File: src/rtl/outstage_pkg.sv
package outstage_pkg;

    typedef enum logic {
        ST_PRE = 1'b0,
        ST_RUN = 1'b1
    } stage_e;

    // one bit per input switch, so each gate is a flop output
    typedef enum logic [1:0] {
        IN_GAP   = 2'b00,
        IN_SENSE = 2'b01,
        IN_DAC   = 2'b10
    } insel_e;

    typedef struct packed {
        logic sel_dac;
        logic sel_sense;
        logic fb_unity;
        logic fb_gain;
        logic gain_leg;
        logic out_tie;
    } sw_t;

    function automatic insel_e wanted_input(input logic clr_n);
        return clr_n ? IN_DAC : IN_SENSE;
    endfunction

    function automatic sw_t sw_decode(input stage_e st, input insel_e s);
        sw_t r;
        r.sel_dac   = s[1];
        r.sel_sense = s[0];
        r.fb_gain   = st;
        r.gain_leg  = st;
        r.fb_unity  = ~st;
        r.out_tie   = ~st;
        return r;
    endfunction

endpackage

File: src/rtl/outstage_debounce.sv
module outstage_debounce
    import outstage_pkg::*;
#(
    parameter int DEB_CYCLES = 16
) (
    input  logic   clk,
    input  logic   rst,
    input  logic   supply_ok,
    output stage_e stage
);

    localparam int CW = $clog2(DEB_CYCLES + 1);

    generate
        if (DEB_CYCLES <= 1) begin : g_direct
            always_ff @(posedge clk) begin
                if (rst || !supply_ok) begin
                    stage <= ST_PRE;
                end else begin
                    stage <= ST_RUN;
                end
            end
        end else begin : g_count
            localparam logic [CW-1:0] LAST = CW'(DEB_CYCLES - 1);
            logic [CW-1:0] cnt;

            always_ff @(posedge clk) begin
                if (rst || !supply_ok) begin
                    stage <= ST_PRE;
                    cnt   <= '0;
                end else if (stage == ST_PRE) begin
                    if (cnt == LAST) begin
                        stage <= ST_RUN;
                        cnt   <= '0;
                    end else begin
                        cnt <= cnt + 1'b1;
                    end
                end
            end
        end
    endgenerate

endmodule

File: src/rtl/outstage_insel.sv
module outstage_insel
    import outstage_pkg::*;
(
    input  logic   clk,
    input  logic   rst,
    input  logic   clr_n,
    output insel_e sel
);

    insel_e want;
    assign want = wanted_input(clr_n);

    always_ff @(posedge clk) begin
        if (rst) begin
            sel <= want;
        end else begin
            case (sel)
                IN_GAP:   sel <= want;
                IN_SENSE: if (want != IN_SENSE) sel <= IN_GAP;
                IN_DAC:   if (want != IN_DAC)   sel <= IN_GAP;
                default:  sel <= IN_GAP;
            endcase
        end
    end

endmodule

File: src/rtl/outstage_sequencer.sv
module outstage_sequencer
    import outstage_pkg::*;
#(
    parameter int DEB_CYCLES = 16
) (
    input  logic clk,
    input  logic rst,
    input  logic supply_ok,
    input  logic clr_n,
    output logic sel_dac,
    output logic sel_sense,
    output logic fb_unity,
    output logic fb_gain,
    output logic gain_leg,
    output logic out_tie
);

    stage_e stage;
    insel_e sel;
    sw_t    sw;

    outstage_debounce #(.DEB_CYCLES(DEB_CYCLES)) u_deb (
        .clk       (clk),
        .rst       (rst),
        .supply_ok (supply_ok),
        .stage     (stage)
    );

    outstage_insel u_sel (
        .clk   (clk),
        .rst   (rst),
        .clr_n (clr_n),
        .sel   (sel)
    );

    assign sw = sw_decode(stage, sel);

    assign sel_dac   = sw.sel_dac;
    assign sel_sense = sw.sel_sense;
    assign fb_unity  = sw.fb_unity;
    assign fb_gain   = sw.fb_gain;
    assign gain_leg  = sw.gain_leg;
    assign out_tie   = sw.out_tie;

endmodule

File: config.mk
export PLATFORM = sky130hd
export DESIGN_NAME = outstage_sequencer
export DESIGN_NICKNAME = d
export VERILOG_FILES = /design/src/rtl/outstage_pkg.sv /design/src/rtl/outstage_debounce.sv /design/src/rtl/outstage_insel.sv /design/src/rtl/outstage_sequencer.sv
export SDC_FILE = /design/constraint.sdc
export NUM_CORES = 1
export LEC_CHECK = 0
export ABC_AREA = 1
export BUFFER_PORTS_ARGS = -buffer_cell sky130_fd_sc_hd__buf_4
export CAP_MARGIN = 20
export CORE_AREA = 2 2 39 41
export DETAILED_ROUTE_END_ITERATION = 7
export DIE_AREA = 0 0 41 43
export SLEW_MARGIN = 20
export SYNTH_ARGS = -nofsm -noshare
export SYNTH_HDL_FRONTEND = slang
export SYNTH_HIERARCHICAL = 1
export SYNTH_SLANG_ARGS = --single-unit
File: constraint.sdc
create_clock -name clk -period 1.3 [get_ports clk]
set_input_delay 0.065 -clock clk [delete_from_list [all_inputs] [get_ports clk]]
set_output_delay 0.065 -clock clk [all_outputs]
set_load 0.1 [all_outputs]
==> reports/metrics.yaml <==
run_status:
  outcome: "finished clean"
drt:
  wire_per_inst_um: 8.850
  viasPerCell: 4.375
  first_pass_iters: 4
  drt_wl_total_um: 708
  vias: 350
  drcViolationCount: 0
  drtAntennaViolNets: 0
  drt-initial-drc-count: 13
global_routing:
  antenna_found_initial: 0
  grt_pass1_wl_um: 1186
  grt_max_degree: 9
  grt_overflow: 0
  grt_pass1_vias: 322
  grt_usage: 0.1017
timing:
  worstMarginPinSlew_ns: 0.2786
  finalHoldViolCount: 0
  tns_ns: 0
  layout_setup_ws_ns: 0.1707
  fin_skew_ns: 0.003653
  maxSlewViolCount: 0
  rsz0062_at_grt: "no"
  whs_ns: 0.08445
  final.period_utilization: 0.8687
  min_period_ns: 1.129
  slew-limit-headroom: 0.8158
  finalSetupViolCount: 0
  fmax_mhz: 885.5
synth:
  synth_seq_area_share: 0.4586
  syn-num-nets: 58
  postSynthAreaPerCell_um2: 7.413
  synth-xor-area-share: 0
  synth_cells: 53
  synthAdderAreaFrac: 0.03185
  synth_top_area_frac: 0.3057
  synth.area.top_cells: "dfxtp_1 31%, edfxtp_1 15%, nand2_1 12%, inv_1 9.6%, nor2_2 6.4%"
  synth-simple-area-share: 0.3057
  synth_warnings: 6
  ys_ff_latch: 8
  synthMuxAreaShare: 0
  synth_top_family_by_area: "simple AND/OR/NAND/NOR gates"
  syn_area_um2: 392.9
  synth_compound_area_frac: 0.07006
  ys_types: 14
  synth_top_area_cell: "dfxtp_1"
critical_path:
  crit_type: "register to register"
  startpoint_type: "register"
  path_common_cell: "nor2_2"
  r2r_slack_ns: 0.17
  reg2regPathDepth: 5
  critPathTopFamily: "flip-flops"
  cp-end-kind: "register"
  cpPeakStageDelay_ns: 0.39
  crit_chain: "ha_1 > nand2_2 > nor2_2 > nor2_2 > o21a_1"
  r2r_end: "u_deb/g_count.cnt[0]$_SDFFE_PP0N_"
  arrival_ns: 1.28
  timing.rr.start: "u_deb/g_count.cnt[0]$_SDFFE_PP0N_"
  critical_path_buf_inv_count: 0
  critPathRequiredTime_ns: 1.45
  cp_max_fo: 5
  crit_slowest_cell: "dfxtp_1"
min_path:
  hold_depth: 4
  min_to: "u_deb/g_count.cnt[4]$_SDFFE_PP0N_"
  min-delay-start: "rst"
  hold_class: "input port to register"
floorplan:
  pin_count: 10
  coreArea_mm2: 0.001384
  die_w_um: 41
  initial_core_util: 0.2839
  rows: 14
  die_h_um: 43
  die_area_mm2: 0.001763
pwr:
  p_leak_nw: 0.2200
  powerDensity_mw_per_mm2: 1242
  peakVddDrop_mv: 0.4214
final_layout:
  layout.nets: 70
  nFillCells: 158
  final_cell_mix: "13 x nand2_1, 9 x buf_4, 9 x inv_1"
  diodes: 0
  final_common_cell: "nand2_1"
  syn2layout_area_growth_pct: 27.07
  drive_above_1_share: 0.2969
cts:
  post_cts_resized: 0
  clock_path_buffers: 2
  cts.sinks: 8
  clkSlewWorstSetupHoldPaths_ns: 0.06
  cts_tree: "built"
  cts_setup_buffers: 0
  htree_levels: 1
  cts_root_buf: "clkbuf_4"
  clk_latency_ns: 0.26
  numCtsBuffers: 3
  hold_buffers: 0
placed_design:
  dp_slack_ns: 0.1954
  io_buffer_count: 9
  gp_congestion: 0.7174
  place_hpwl_um: 531.1
job:
  drv_cap: 0
## kinds of logic (layout without fill, tap and decap cells)
group | count (synthesis) | after routing
adders and majority gates | 1 | 1
DFF | 8 | 8
buffers and inverters | 12 | 23
AOI/OAI and AO/OA | 5 | 5
and+or+nand+nor | 27 | 27
## cell type report
cell class | instances | area, um2 | share of cell area
Tap cell | 16 | 20.02 | 0.04010
Inverter | 10 | 41.29 | 0.08271
Sequential cell | 8 | 183.9 | 0.3684
Multi-Input combinational cell | 33 | 160.2 | 0.3208
Clock buffer | 4 | 26.28 | 0.05263
Timing Repair Buffer | 9 | 67.56 | 0.1353
## cell usage after synthesis (all sizes together)
cell     n
nand2   14
inv     10
nor2     9
dfxtp    6
a21oi    4
buf      2
edfxtp   2
nand3    2
ha       1
nand4    1
nor3     1
o21a     1
## layer usage
layer | vias up | GRT usage | share of wire | wire (um)
met2 | 5 | 0.1594 | 0.54 | 383
met1 | 160 | 0.1039 | 0.43 | 305
li1 | 185 | - | - | -
met5 | - | 0 | 0 | 0
met4 | 0 | 0.1000 | 0 | 0
met3 | 0 | 0.01571 | 0.027 | 19
## flip-flops by register name, summed over array words and instances, names as in the netlist
name and count:
u_deb/stage 1, u_deb/g_count.cnt 5, u_sel/sel 2
## worst register-to-register path: stages (launching register included)
cell and delay, ns:
dfxtp_1 0.39, ha_1 0.23, nand2_2 0.07, nor2_2 0.11, nor2_2 0.05, o21a_1 0.16
## where the power goes
group          internal, W  leakage, nW  switching (W)
clock network     0.000118       0.0150      0.0000940
logic            0.0000307        0.134      0.0000968
registers         0.000269       0.0711      0.0000117
## metrics by stage
stage / utilization / std cells / power, W / instance area (um2)
final: 0.3608 / 80 / 0.0006199 / 499.2
after global routing: 0.3608 / 80 / 0.0006579 / 499.2
after CTS: 0.3608 / 80 / 0.0006240 / 499.2
after detailed placement: 0.3418 / 76 / 0.0004138 / 473.0
after global placement: 0.3418 / 76 / 0.0004123 / 473.0
after floorplan: - / 53 / 0.0003853 / 404.1
## how the worst max path moves through the flow
stage,from,endpoint,cells past startpoint
floorplan,u_sel/sel[0]$_DFFE_PP_,u_sel/sel[0]$_DFFE_PP_,4
global placement,u_deb/g_count.cnt[0]$_SDFFE_PP0N_,u_deb/g_count.cnt[0]$_SDFFE_PP0N_,5
detailed placement,u_deb/g_count.cnt[0]$_SDFFE_PP0N_,u_deb/g_count.cnt[0]$_SDFFE_PP0N_,5
CTS,u_deb/g_count.cnt[0]$_SDFFE_PP0N_,u_deb/g_count.cnt[0]$_SDFFE_PP0N_,5
global route,u_deb/g_count.cnt[0]$_SDFFE_PP0N_,u_deb/g_count.cnt[0]$_SDFFE_PP0N_,5
finish,u_deb/g_count.cnt[0]$_SDFFE_PP0N_,u_deb/g_count.cnt[0]$_SDFFE_PP0N_,5
(Power assumes the default switching activity.)
